### src/rtl/curs_pkg.sv
package curs_pkg;

  typedef enum logic [1:0] {
    MUX_1TO1 = 2'b00,
    MUX_4TO1 = 2'b01,
    MUX_5TO1 = 2'b10,
    MUX_RSVD = 2'b11
  } mux_e;

  // Command layout; bit positions are decoded by software-visible encoding.
  typedef struct packed {
    logic       bm_en;    // [6]
    logic       xh_en;    // [5]
    logic       or_mode;  // [4]
    mux_e       mux;      // [3:2]
    logic [1:0] thick;    // [1:0]
  } ctrl_t;

endpackage

### src/rtl/curs_geom.sv
// Bitmap hit test and RAM address generation (combinational).
module curs_geom
  import curs_pkg::*;
#(
  parameter int CW    = 12,
  parameter int DIM   = 64,
  parameter int PW    = 8,
  parameter int HOFF1 = 37,
  parameter int HOFF4 = 52,
  parameter int HOFF5 = 57,
  parameter int VOFF  = 36,
  localparam int CB   = $clog2(DIM),
  localparam int SB   = $clog2(PW),
  localparam int AW   = 2 * CB - SB
) (
  input  logic [CW-1:0] ras_x,
  input  logic [CW-1:0] ras_y,
  input  logic [CW-1:0] pos_x,
  input  logic [CW-1:0] pos_y,
  input  mux_e          mux,
  output logic [CW-1:0] org_x,
  output logic [CW-1:0] org_y,
  output logic [AW-1:0] addr,
  output logic [SB-1:0] sub,
  output logic          hit
);

  // Horizontal delay compensation per multiplex mode.
  function automatic logic [CW-1:0] mux_offset(input mux_e m);
    logic [CW-1:0] r;
    unique case (m)
      MUX_4TO1: r = CW'(HOFF4);
      MUX_5TO1: r = CW'(HOFF5);
      default:  r = CW'(HOFF1);
    endcase
    return r;
  endfunction

  // Distance from origin in wrapping coordinate space.
  function automatic logic [CW-1:0] wrap_dist(input logic [CW-1:0] p,
                                              input logic [CW-1:0] o);
    return p - o;
  endfunction

  logic [CW-1:0] dx, dy;

  always_comb begin
    org_x = pos_x - mux_offset(mux);
    org_y = pos_y - CW'(VOFF);
    dx    = wrap_dist(ras_x, org_x);
    dy    = wrap_dist(ras_y, org_y);
    hit   = (dx < CW'(DIM)) && (dy < CW'(DIM));
    addr  = {dy[CB-1:0], dx[CB-1:SB]};
    sub   = dx[SB-1:0];
  end

endmodule

### src/rtl/curs_xhair.sv
// Crosshair line test clipped to a window (combinational).
module curs_xhair #(
  parameter int CW  = 12,
  parameter int DIM = 64
) (
  input  logic [CW-1:0] ras_x,
  input  logic [CW-1:0] ras_y,
  input  logic [CW-1:0] org_x,
  input  logic [CW-1:0] org_y,
  input  logic [CW-1:0] win_x,
  input  logic [CW-1:0] win_y,
  input  logic [CW-1:0] win_w,
  input  logic [CW-1:0] win_h,
  input  logic [1:0]    thick,
  output logic          on
);

  // True when a signed wrap distance has magnitude at most half.
  function automatic logic near_line(input logic [CW-1:0] d,
                                     input logic [CW-1:0] half);
    logic [CW-1:0] neg;
    neg = CW'(0) - d;
    return (d <= half) || (neg <= half);
  endfunction

  function automatic logic in_span(input logic [CW-1:0] p,
                                   input logic [CW-1:0] base,
                                   input logic [CW-1:0] len);
    logic [CW-1:0] d;
    d = p - base;
    return d < len;
  endfunction

  logic [CW-1:0] ctr_x, ctr_y, half;
  logic          on_line, in_win;

  always_comb begin
    ctr_x   = org_x + CW'(DIM / 2);
    ctr_y   = org_y + CW'(DIM / 2);
    half    = CW'(thick);
    on_line = near_line(ras_x - ctr_x, half) || near_line(ras_y - ctr_y, half);
    in_win  = in_span(ras_x, win_x, win_w) && in_span(ras_y, win_y, win_h);
    on      = on_line && in_win;
  end

endmodule

### src/rtl/curs_mix.sv
// Pipeline stage aligned with RAM latency, bit select and source merge.
module curs_mix #(
  parameter int PW  = 8,
  localparam int SB = $clog2(PW),
  localparam int WW = 2 * PW,
  localparam int IW = $clog2(WW)
) (
  input  logic          clk,
  input  logic          rst_n,
  input  logic          act,
  input  logic          bm_en,
  input  logic          xh_en,
  input  logic          or_mode,
  input  logic          rsvd,
  input  logic          in_bm,
  input  logic [SB-1:0] sub,
  input  logic          xh,
  input  logic [WW-1:0] rdata,
  output logic [1:0]    plane
);

  logic          act_q, bm_en_q, xh_en_q, or_q, rsvd_q, in_bm_q, xh_q;
  logic [SB-1:0] sub_q;

  always_ff @(posedge clk) begin
    if (!rst_n) begin
      act_q   <= 1'b0;
      bm_en_q <= 1'b0;
      xh_en_q <= 1'b0;
      or_q    <= 1'b0;
      rsvd_q  <= 1'b0;
      in_bm_q <= 1'b0;
      xh_q    <= 1'b0;
      sub_q   <= '0;
    end else begin
      act_q   <= act;
      bm_en_q <= bm_en;
      xh_en_q <= xh_en;
      or_q    <= or_mode;
      rsvd_q  <= rsvd;
      in_bm_q <= in_bm;
      xh_q    <= xh;
      sub_q   <= sub;
    end
  end

  logic [IW-1:0] lo_idx, hi_idx;
  logic [1:0]    bm_bits, xh_bits, merged, nxt;

  always_comb begin
    lo_idx  = IW'(PW - 1) - IW'(sub_q);
    hi_idx  = lo_idx + IW'(PW);
    bm_bits = in_bm_q ? {rdata[hi_idx], rdata[lo_idx]} : 2'b00;
    xh_bits = {2{xh_q}};
    if (bm_en_q && xh_en_q)
      merged = or_q ? (bm_bits | xh_bits) : (bm_bits & xh_bits);
    else if (bm_en_q)
      merged = bm_bits;
    else if (xh_en_q)
      merged = xh_bits;
    else
      merged = 2'b00;
    nxt = (act_q && !rsvd_q) ? merged : 2'b00;
  end

  always_ff @(posedge clk) begin
    if (!rst_n) plane <= 2'b00;
    else        plane <= nxt;
  end

  // Event wire: AND merge with crosshair absent on a live pixel.
  logic and_miss;
  assign and_miss = act_q && !rsvd_q && bm_en_q && xh_en_q && !or_q && !xh_q;

  AST_AND_NEEDS_XH: assert property (@(posedge clk) disable iff (!rst_n)
    and_miss |=> (plane == 2'b00));

endmodule

### src/rtl/curs_ovl_top.sv
module curs_ovl_top
  import curs_pkg::*;
#(
  parameter int CW    = 12,
  parameter int DIM   = 64,
  parameter int PW    = 8,
  parameter int HOFF1 = 37,
  parameter int HOFF4 = 52,
  parameter int HOFF5 = 57,
  parameter int VOFF  = 36,
  localparam int CB   = $clog2(DIM),
  localparam int SB   = $clog2(PW),
  localparam int AW   = 2 * CB - SB,
  localparam int WW   = 2 * PW
) (
  input  logic          clk,
  input  logic          rst_n,
  input  logic          pix_act,
  input  logic [CW-1:0] ras_x,
  input  logic [CW-1:0] ras_y,
  input  logic [6:0]    ctrl,
  input  logic [CW-1:0] pos_x,
  input  logic [CW-1:0] pos_y,
  input  logic [CW-1:0] win_x,
  input  logic [CW-1:0] win_y,
  input  logic [CW-1:0] win_w,
  input  logic [CW-1:0] win_h,
  output logic [AW-1:0] bm_addr,
  input  logic [WW-1:0] bm_rdata,
  output logic [1:0]    ovl_plane
);

  ctrl_t         cmd;
  logic [CW-1:0] org_x, org_y;
  logic [SB-1:0] sub;
  logic          bm_hit, xh_hit;

  assign cmd = ctrl_t'(ctrl);

  curs_geom #(
    .CW(CW), .DIM(DIM), .PW(PW),
    .HOFF1(HOFF1), .HOFF4(HOFF4), .HOFF5(HOFF5), .VOFF(VOFF)
  ) u_geom (
    .ras_x(ras_x), .ras_y(ras_y), .pos_x(pos_x), .pos_y(pos_y),
    .mux(cmd.mux), .org_x(org_x), .org_y(org_y),
    .addr(bm_addr), .sub(sub), .hit(bm_hit)
  );

  curs_xhair #(.CW(CW), .DIM(DIM)) u_xhair (
    .ras_x(ras_x), .ras_y(ras_y), .org_x(org_x), .org_y(org_y),
    .win_x(win_x), .win_y(win_y), .win_w(win_w), .win_h(win_h),
    .thick(cmd.thick), .on(xh_hit)
  );

  curs_mix #(.PW(PW)) u_mix (
    .clk(clk), .rst_n(rst_n), .act(pix_act),
    .bm_en(cmd.bm_en), .xh_en(cmd.xh_en), .or_mode(cmd.or_mode),
    .rsvd(cmd.mux == MUX_RSVD), .in_bm(bm_hit), .sub(sub), .xh(xh_hit),
    .rdata(bm_rdata), .plane(ovl_plane)
  );

  // Cycles since reset, saturating, so two-deep history is always valid.
  logic [1:0] age;
  always_ff @(posedge clk) begin
    if (!rst_n)            age <= 2'd0;
    else if (age != 2'd2)  age <= age + 2'd1;
  end

  logic hist_ok;
  assign hist_ok = (age == 2'd2);

  AST_QUIET_WHEN_OFF: assert property (@(posedge clk) disable iff (!rst_n)
    (hist_ok && $past(ctrl[6:5], 2) == 2'b00) |-> (ovl_plane == 2'b00));

  AST_QUIET_RSVD_MUX: assert property (@(posedge clk) disable iff (!rst_n)
    (hist_ok && $past(ctrl[3:2], 2) == 2'b11) |-> (ovl_plane == 2'b00));

  AST_QUIET_BLANK: assert property (@(posedge clk) disable iff (!rst_n)
    (hist_ok && !$past(pix_act, 2)) |-> (ovl_plane == 2'b00));

  AST_NO_XH_EMPTY_WIN: assert property (@(posedge clk) disable iff (!rst_n)
    (hist_ok && $past(!ctrl[6] && (win_w == '0 || win_h == '0), 2))
      |-> (ovl_plane == 2'b00));

  AST_BM_OUTSIDE_ZERO: assert property (@(posedge clk) disable iff (!rst_n)
    (hist_ok && $past(!ctrl[5] && !bm_hit, 2)) |-> (ovl_plane == 2'b00));

endmodule

### config.mk
export PLATFORM = sky130hd
export DESIGN_NAME = curs_ovl_top
export DESIGN_NICKNAME = d
export VERILOG_FILES = /design/src/rtl/curs_pkg.sv /design/src/rtl/curs_geom.sv /design/src/rtl/curs_xhair.sv /design/src/rtl/curs_mix.sv /design/src/rtl/curs_ovl_top.sv
export SDC_FILE = /design/constraint.sdc
export NUM_CORES = 1
export LEC_CHECK = 0
export ABC_AREA = 1
export ABC_CLOCK_PERIOD_IN_PS = 3600
export BUFFER_PORTS_ARGS = -buffer_cell sky130_fd_sc_hd__buf_4
export CORE_AREA = 2 2 192 100
export CTS_CLUSTER_SIZE = 16
export DETAILED_ROUTE_END_ITERATION = 7
export DIE_AREA = 0 0 194 102
export GPL_ROUTABILITY_DRIVEN = 0
export GPL_TIMING_DRIVEN = 1
export PLACE_DENSITY = 0.62
export SETUP_SLACK_MARGIN = 0.05
export SYNTH_ARGS = -nofsm -noshare
export SYNTH_HDL_FRONTEND = slang
export SYNTH_SLANG_ARGS = --single-unit
export TNS_END_PERCENT = 5
### constraint.sdc
create_clock -name clk -period 3.6 [get_ports clk]
set_input_delay 0 -clock clk [delete_from_list [all_inputs] [get_ports clk]]
set_output_delay 0 -clock clk [all_outputs]
set_load 0.01 [all_outputs]
==> out/qor.yml, run 1 <==
rrSetupSlack_ns: 2.11
cts_root_buffer: "clkbuf_16"
final_layout_size_suffix_gt1_frac: 0.223
grt_max_degree: 10
cts_sinks: 12
max-clock-path-buffers: 2
drc: 0
rsz0062_at_grt: "yes"
start_kind: "input port"
postLayoutCellArea_sq_mm: 0.00829
slew_violations: 0
synth_area_sq_mm: 0.00623
gr-usage-all-layers: 0.178
port_buffers: 132
fin_nets: 1468
overflow: 0
dpl.hpwl_um: 16000
first_global_vias: 6082
routed_wl_um: 18100
finClkSkew_ns: 0.00703
die_height_um: 102
tightest_slew_ns: 0.454
vias: 6693
numCtsBuffers: 3
wl_per_cell_um: 12.5
crit_path_max_incr_delay_ns: 0.28
max-slew-margin-rel: 0.694
nFillCells: 1864
num_rows: 35
area_growth_pct: 33.2
detail-route-antenna-nets: 0
cp_slowest_cell: "ha_4"
synth_cells: 1017
most-common-layout-cells: "230 x inv_1, 221 x nand2_1, 177 x buf_4, 116 x ha_1, 73 x nor2_1"
ys_warn_count: 0
hp-class: "input port to flop"
status: "complete, no violations"
crit_arrival_ns: 3.57
synth.ff_latch_count: 12
synth_cell_type_count: 41
dr.first_iter.drc_count: 376
worstSetupEndpointType: "flop"
cts_tree: "built"
dieArea_sq_mm: 0.0198
synth.avg_cell_area_sq_um: 6.12
die_w_um: 194
fp.coreArea_sq_mm: 0.0180
path_max_fanout: 4
clkTransAtPathRegs_ns: 0.05
fin_crit_sh: 0.944
ir_drop_mv: 0.203
placed_cell_area_sq_mm: 0.00783
syn-num-nets: 1281
crit_type: "input port to flop"
final_common_cell: "inv_1"
antenna_cells: 0
insertion_delay_ns: 0.24
drt-pass1-iter-count: 5
setup_violations: 0
vias_per_cell: 4.64
htreeDepth: 1
grt_pass1_wl_um: 29200
power_density_mw_per_mm2: 301
finalSetupTns_ns: 0
hold_viol_final: 0
min_period_ns: 3.40
cp.required_ns: 3.78
fmax_mhz: 294
power.leakage_nw: 4.77
antenna_found_initial: 0
initial_utilization: 0.345
pin_count: 133
maxCapViolations: 0
yosysSeqAreaShare: 0.0386
## layout make-up
cell class              count  area (sq um)  area share
well taps                 240           300      0.0362
multi-input cells         760          5340       0.644
clock buffers               4          88.8      0.0107
inverters                 244           926       0.112
flip-flops and latches     12           240      0.0290
repair buffers            183          1400       0.168
## flip-flops by register name (all words and copies together) (netlist names)
signal,cells
u_mix.or_q,1
u_mix.xh_q,1
u_mix.in_bm_q,1
u_mix.act_q,1
u_mix.sub_q,3
u_mix.bm_en_q,1
u_mix.plane,2
u_mix.rsvd_q,1
u_mix.xh_en_q,1
## timing repair
| item | 4_1_cts | 5_1_grt |
|---|---|---|
| gates resized for setup | 3 | 61 |
| hold endpoints to repair | 4 | 0 |
| endpoints found under the setup margin | 1 | 2 |
| buffers inserted | 0 | 5 |
| hold buffers | 4 | 0 |
| pin swaps | 0 | 22 |
## path summary, 6_finish.rpt
check                       from             end  depth (start not counted)
setup / recovery         ctrl[2]      u_mix.xh_q                         29
hold / removal             rst_n    u_mix.rsvd_q                          3
setup reg to reg  u_mix.sub_q[0]  u_mix.plane[1]                          7
hold reg to reg      u_mix.act_q  u_mix.plane[0]                          2
## metal layers
metal,global-route usage,part of all wire,vias up
met5,0,0,-
met1,0.298,0.59,2929
met2,0.237,0.34,178
li1,-,-,3582
met3,0.0261,0.065,4
met4,0.00991,0.0017,0
## critical path, delay by kind of cell
family | cells | cell delay [ns]
xor+xnor | 1 | 0.23
compound gates | 2 | 0.32
fa+ha+maj | 4 | 0.93
simple gates | 15 | 1.61
buf+inv | 7 | 0.45
## kinds of logic after synthesis
family | synth area share
AO/OA/AOI/OAI | 0.108
XOR/XNOR | 0.0774
adder cells (fa/ha/maj) | 0.302
buffers and inverters | 0.148
flip-flops | 0.0386
multiplexers | 0.00322
AND/OR/NAND/NOR | 0.323
## Yosys cell counts (all sizes together)
cell type | number | area share
and2 | 2 | 0.0020
a21o | 5 | 0.0060
xnor2 | 16 | 0.023
o32ai | 2 | 0.0028
mux2i | 2 | 0.0032
inv | 244 | 0.15
fa | 14 | 0.045
o211a | 1 | 0.0016
a211oi | 3 | 0.0036
a21boi | 1 | 0.0012
o21ai | 21 | 0.017
o21bai | 10 | 0.012
nor3 | 16 | 0.014
o221ai | 3 | 0.0042
o2111ai | 1 | 0.0014
xor2 | 39 | 0.055
clkbuf | 1 | 0.00060
nand3 | 71 | 0.061
nor2 | 84 | 0.057
nand4 | 25 | 0.025
nor3b | 1 | 0.0012
a31oi | 6 | 0.0060
a21oi | 57 | 0.049
nand3b | 6 | 0.0072
o211ai | 3 | 0.0036
ha | 128 | 0.26
dfxtp | 12 | 0.039
or2 | 4 | 0.0040
nand2 | 239 | 0.15
## stage by stage
stage           util  hold WS, ns  setup WS (ns)  std cells  total power [W]
6_report       0.460      0.00260          0.201       1443          0.00249
5_1_grt        0.460       0.0318        -0.0669       1443          0.00278
4_1_cts        0.442      0.00153         0.0808       1438          0.00238
3_5_place_dp   0.434        0.191         -0.402       1430          0.00214
3_3_place_gp   0.434        0.190         -0.237       1430          0.00212
2_1_floorplan      -       0.0935          0.230       1017          0.00149
## power by group
| part | total [W] | internal [W] | switching [W] |
|---|---|---|---|
| Clock | 0.000228 | 0.000168 | 0.0000603 |
| Combinational | 0.00211 | 0.000894 | 0.00122 |
| Sequential | 0.000152 | 0.000141 | 0.0000102 |
Note: power is estimated with default switching activity, not from simulation.
==> run 2: changes to the inputs <==
Settings changed: ABC_AREA 1 to 0, CORE_AREA 2 2 192 100 to 2 2 127 129, CTS_CLUSTER_DIAMETER from default to 150, DIE_AREA 0 0 194 102 to 0 0 129 131, PLACE_DENSITY 0.62 to 0.63.
==> run 2 against run 1 <==
The run now ends with setup timing left; sequential share of layout area up 0.35 points; total power down 9.6%; first-iteration DRC count down 61%; via count down 23%; critical endpoint unchanged.
==> out/qor.yml, run 2 <==
worstHoldEndpoint: "u_mix.rsvd_q"
vias: 5157
first_global_vias: 5203
top_register: "u_mix.sub_q"
synth_cell_type_count: 69
pin_count: 133
nFillCells: 1602
insertion_delay_ns: 0.24
async_reset_ff_frac: 0
clockPowerShare: 0.100
yosysTopAreaCell: "ha_1"
dieArea_sq_mm: 0.0169
tightest_slew_ns: 0.431
ys.flop_type: "dfxtp_1"
crit_top_cell: "buf_4"
initial_utilization: 0.341
fmax_mhz: 257
min_period_ns: 3.90
die_w_um: 129
area_growth_pct: 39.1
antenna_cells: 0
finClkSkew_ns: 0.000632
cts_tree: "built"
worstSetupEndpointType: "flop"
htreeDepth: 1
crit_path_max_incr_delay_ns: 0.60
gr-usage-all-layers: 0.162
synth_most_common_cell: "inv_1"
start_kind: "input port"
routed_wl_um: 13300
clkTransAtPathRegs_ns: 0.04
cp.required_ns: 3.75
slew_violations: 0
path_max_fanout: 4
critical_path.cell_chain: "buf_4, inv_1, ha_2, buf_4, ha_4, a211o_1, a31oi_4, buf_4, xnor2_2, inv_2, fa_2, nand2b_4, and4_1, mux2i_1, o2111a_1, or4_4, a2111o_1, a21oi_2, o21ai_1, a311oi_2"
swShare: 0.430
dpl.hpwl_um: 12100
synth.ff_latch_count: 12
final_util: 0.474
numCtsBuffers: 3
layout_setup_ws_ns: -0.297
syn-num-nets: 960
synth_edf_count: 0
min_from: "rst_n"
synth_area_sq_mm: 0.00531
ys_top_cells_by_count: "144 x inv_1, 128 x ha_1, 48 x xnor2_1"
fin_nets: 1174
finalNonFillerCells: 1125
rr_endpoint: "u_mix.plane[0]"
cts_sinks: 12
maxCapViolations: 0
placed_cells: 1112
timing.critical_path.buf_inv: 5
antenna_found_initial: 0
rsz0062_at_grt: "yes"
vias_per_cell: 4.58
setup_violations: 1
holdPathStages: 2
yosys-top-cells-area: "ha_1 30%, inv_1 10%, xnor2_1 7.9%"
wl_per_cell_um: 11.8
power.switching_w: 0.000969
rrSetupSlack_ns: 2.02
dr.first_iter.drc_count: 146
num_rows: 46
port_buffers: 132
whs_ns: 0.0688
largest_register_ffs: 3
cell_internal_pwr_w: 0.00128
yosys.area.top_type_share: 0.302
combPwrFrac: 0.834
status: "complete, but fails checks"
most-common-layout-cells: "206 x buf_4, 140 x inv_1, 122 x ha_1, 46 x xnor2_1, 45 x a21oi_1"
r2r_start: "u_mix.sub_q[0]"
ir_drop_mv: 0.157
hold_viol_final: 0
reg_top3: "u_mix.sub_q x3, u_mix.plane x2"
multiInputGateArea_sq_mm: 0.00466
crit_type: "input port to flop"
violations: "setup timing"
ys_warn_count: 0
max-slew-margin-rel: 0.711
overflow: 0
drc: 0
grt_pass1_wl_um: 22800
synth_cells: 696
rr_worst_depth: 4
detail-route-antenna-nets: 0
fin_crit_sh: 1.08
power_density_mw_per_mm2: 305
final_layout_size_suffix_gt1_frac: 0.278
yosysSeqAreaShare: 0.0452
final_common_cell: "buf_4"
max-clock-path-buffers: 2
fp.coreArea_sq_mm: 0.0156
synth.avg_cell_area_sq_um: 7.63
cts_root_buffer: "clkbuf_16"
power.leakage_nw: 3.88
regArea_sq_um: 240
cp_slowest_cell: "fa_2"
die_height_um: 131
drt-pass1-iter-count: 4
crit_family: "compound AO/OA/AOI/OAI gates"
seq_power_share: 0.066
grt_max_degree: 12
hp-class: "input port to flop"
crit_arrival_ns: 4.04
[run 2: cell count changes in the layout (fill, tap and decap cells not counted), moves of 23 or more]
cell     change
xnor2_1     +30
nand3_1     -54
nand2_1    -184
nor2_1      -41
inv_1       -90
buf_4       +29
nand4_1     -23
[run 2: kinds of logic after synthesis]
| group | count (synthesis) | share of synthesized area |
|---|---|---|
| multiplexers | 8 | 0.0252 |
| XOR/XNOR | 76 | 0.127 |
| flip-flops | 12 | 0.0452 |
| buffers and inverters | 145 | 0.102 |
| AO/OA/AOI/OAI | 147 | 0.180 |
| AND/OR/NAND/NOR | 165 | 0.164 |
| adder cells (fa/ha/maj) | 143 | 0.356 |
[run 2: per-stage QoR]
step	total power [W]	instance area, sq um	setup WS, ns	setup TNS (ns)
global route	0.00251	7390	-0.497	-0.681
finish	0.00225	7390	-0.297	-0.297
global placement	0.00196	7180	-0.421	-0.802
CTS	0.00226	7360	-0.174	-0.174
detailed placement	0.00198	7180	-0.576	-0.979
floorplan	0.00132	5410	-0.138	-0.138
[run 2: power by group through the flow]
| stage | registers, W | logic [W] | clock network [W] |
|---|---|---|---|
| 2_1_floorplan | 0.000150 | 0.00117 | 0 |
| 3_3_place_gp | 0.000151 | 0.00181 | 0 |
| 3_5_place_dp | 0.000152 | 0.00183 | 0 |
| 4_1_cts | 0.000149 | 0.00188 | 0.000229 |
| 5_1_grt | 0.000151 | 0.00212 | 0.000239 |
| 6_report | 0.000149 | 0.00188 | 0.000225 |
[run 2: worst max-delay path by stage]
| stage | startpoint | to | slack (ns) | cells past startpoint |
|---|---|---|---|---|
| 4_1_cts | ctrl[2] | u_mix.xh_q | -0.17 | 23 |
| 3_5_place_dp | ctrl[2] | u_mix.xh_q | -0.58 | 20 |
| 5_1_grt | ctrl[2] | u_mix.xh_q | -0.50 | 20 |
| 2_1_floorplan | ctrl[2] | u_mix.xh_q | -0.14 | 18 |
| 3_3_place_gp | ctrl[3] | u_mix.xh_q | -0.42 | 20 |
| 6_report | ctrl[2] | u_mix.xh_q | -0.30 | 20 |
[run 2: cell type report]
type | instances | area share
clock buffer | 4 | 0.0120
inverter | 144 | 0.0731
multi-input combinational | 539 | 0.631
sequential | 12 | 0.0325
tap | 216 | 0.0366
timing repair buffer | 210 | 0.215
[run 2: repair_timing]
item	CTS	global route
gates resized for setup	9	4
pin swaps	8	5
hold buffers	4	0
hold endpoints to repair	4	0
cloned	0	0
setup buffers	3	2
setup endpoints to repair	2	2
[run 2: layer usage]
metal | share of wire | wire [um] | vias up | global-route usage
li1 | - | - | 2773 | -
met1 | 0.48 | 6360 | 2290 | 0.209
met2 | 0.48 | 6390 | 88 | 0.305
met3 | 0.039 | 520 | 6 | 0.0167
met4 | 0.0033 | 44 | 0 | 0.0128
met5 | 0 | 0 | - | 0
==> run 3: changes to the inputs <==
Settings changed: CORE_AREA 2 2 127 129 to 2 2 91 180, DIE_AREA 0 0 129 131 to 0 0 93 182, PLACE_DENSITY 0.63 to 0.62.
==> run 3 against run 2 <==
The flow still finishes with violations (setup timing); fmax rose by 3.3%; clock skew rose by 0.0021 ns; global-route usage rose by 0.13 points; largest power group unchanged; sequential power barely moved; critical path type unchanged; largest cell class unchanged; first-iteration DRC count rose by 9.6%; final cell count fell by 0.53%.
==> out/qor.yml, run 3 (synthesized netlist as in run 2, its figures left out) <==
die_height_um: 182
fmax_mhz: 265
insertion_delay_ns: 0.24
met2_length_um: 7280
reg_top3: "u_mix.sub_q x3, u_mix.plane x2"
max-slew-margin-rel: 0.745
max-clock-path-buffers: 2
overflow: 0
finalSetupTns_ns: -0.178
cts_tree: "built"
rsz0062_at_grt: "yes"
most-common-layout-cells: "211 x buf_4, 138 x inv_1, 118 x ha_1, 45 x xnor2_1, 43 x a21oi_1"
top_layer_used: "met4"
vias_per_cell: 4.76
finalPower_w: 0.00240
dr_wl_met3_um: 606
cts_root_buffer: "clkbuf_16"
grt_pass1_wl_um: 23500
detail-route-antenna-nets: 0
pin_count: 133
cts_sinks: 12
hp-class: "input port to flop"
power_density_mw_per_mm2: 317
die_w_um: 93
gr-usage-all-layers: 0.163
drc: 0
drt-pass1-iter-count: 4
dr.first_iter.drc_count: 160
crit_type: "input port to flop"
largest_register_ffs: 3
status: "complete, but fails checks"
start_kind: "input port"
power.leakage_nw: 3.96
nFillCells: 1552
numCtsBuffers: 3
antenna_cells: 0
violations: "setup timing"
crit_path_max_incr_delay_ns: 0.35
final_layout_size_suffix_gt1_frac: 0.308
first_global_vias: 5415
setup_violations: 2
wl_per_cell_um: 12.4
min_period_ns: 3.77
final_common_cell: "buf_4"
finClkSkew_ns: 0.00275
slew_violations: 0
worstSetupEndpointType: "flop"
fin_crit_sh: 1.05
drt-met1-wl_um: 5860
dpl.hpwl_um: 12100
hold_viol_final: 0
routed_wl_um: 13900
crit_arrival_ns: 3.88
dieArea_sq_mm: 0.0169
cp.required_ns: 3.71
grt_max_degree: 12
ir_drop_mv: 0.146
htreeDepth: 1
antenna_found_initial: 0
clkTransAtPathRegs_ns: 0.04
fp.coreArea_sq_mm: 0.0156
cp_slowest_cell: "mux2_2"
path_max_fanout: 3
top_register: "u_mix.sub_q"
fin_nets: 1183
tightest_slew_ns: 0.377
port_buffers: 132
vias: 5330
maxCapViolations: 0
layout_setup_ws_ns: -0.171
num_rows: 65
area_growth_pct: 42.9
initial_utilization: 0.340
run 3: per-layer routing:
layer,track usage,vias to the layer above
met4,0.0253,0
met1,0.199,2410
met3,0.0154,9
met2,0.310,110
li1,-,2801
met5,0,-
run 3: repair_timing:
| item | in CTS | in global routing |
|---|---|---|
| buffers inserted | 7 | 6 |
| pin swaps | 27 | 16 |
| endpoints found under the hold margin | 4 | 0 |
| resized for setup | 31 | 15 |
| hold buffers | 4 | 0 |
| setup endpoints to repair | 1 | 2 |
run 3: through the flow:
stage | util | cell area, sq um | std cells | hold WS, ns | setup slack, ns
after global placement | 0.459 | 7170 | 1098 | 0.214 | -0.407
after CTS | 0.478 | 7470 | 1113 | 0.0605 | -0.164
after floorplan | - | 5410 | 696 | 0.127 | -0.138
after global routing | 0.486 | 7590 | 1119 | 0.0818 | -0.477
after detailed placement | 0.459 | 7170 | 1098 | 0.219 | -0.551
final | 0.486 | 7590 | 1119 | 0.0656 | -0.171
run 3: path summary, 6_finish.rpt:
kind             startpoint             end  slack (ns)  depth (start not counted)
min reg2reg     u_mix.act_q  u_mix.plane[0]        0.49                          2
max reg2reg  u_mix.sub_q[0]  u_mix.plane[0]        2.03                          4
min                   rst_n      u_mix.or_q        0.07                          2
max                 ctrl[3]      u_mix.xh_q       -0.17                         25
run 3: report_power, final:
part / switching [W] / internal [W]
clock: 0.0000604 / 0.000168
combinational: 0.000958 / 0.00107
sequential: 0.00000765 / 0.000142
run 3: worst max-delay path: cells and delay by family:
kind	cells	cell delay, ns
AOI/OAI and AO/OA	6	1.09
and+or+nand+nor	7	1.01
adders and majority gates	4	0.77
buffers and inverters	5	0.36
muxes	1	0.35
xor gates and xnor gates	2	0.30
run 3: cell type report:
| type | count | area [sq um] | share of cell area |
|---|---|---|---|
| clock buffers | 4 | 88.8 | 0.0117 |
| well taps | 201 | 251 | 0.0331 |
| repair buffers | 219 | 1670 | 0.220 |
| inverters | 144 | 543 | 0.0715 |
| flip-flops and latches | 12 | 240 | 0.0317 |
| multi-input cells | 539 | 4790 | 0.632 |
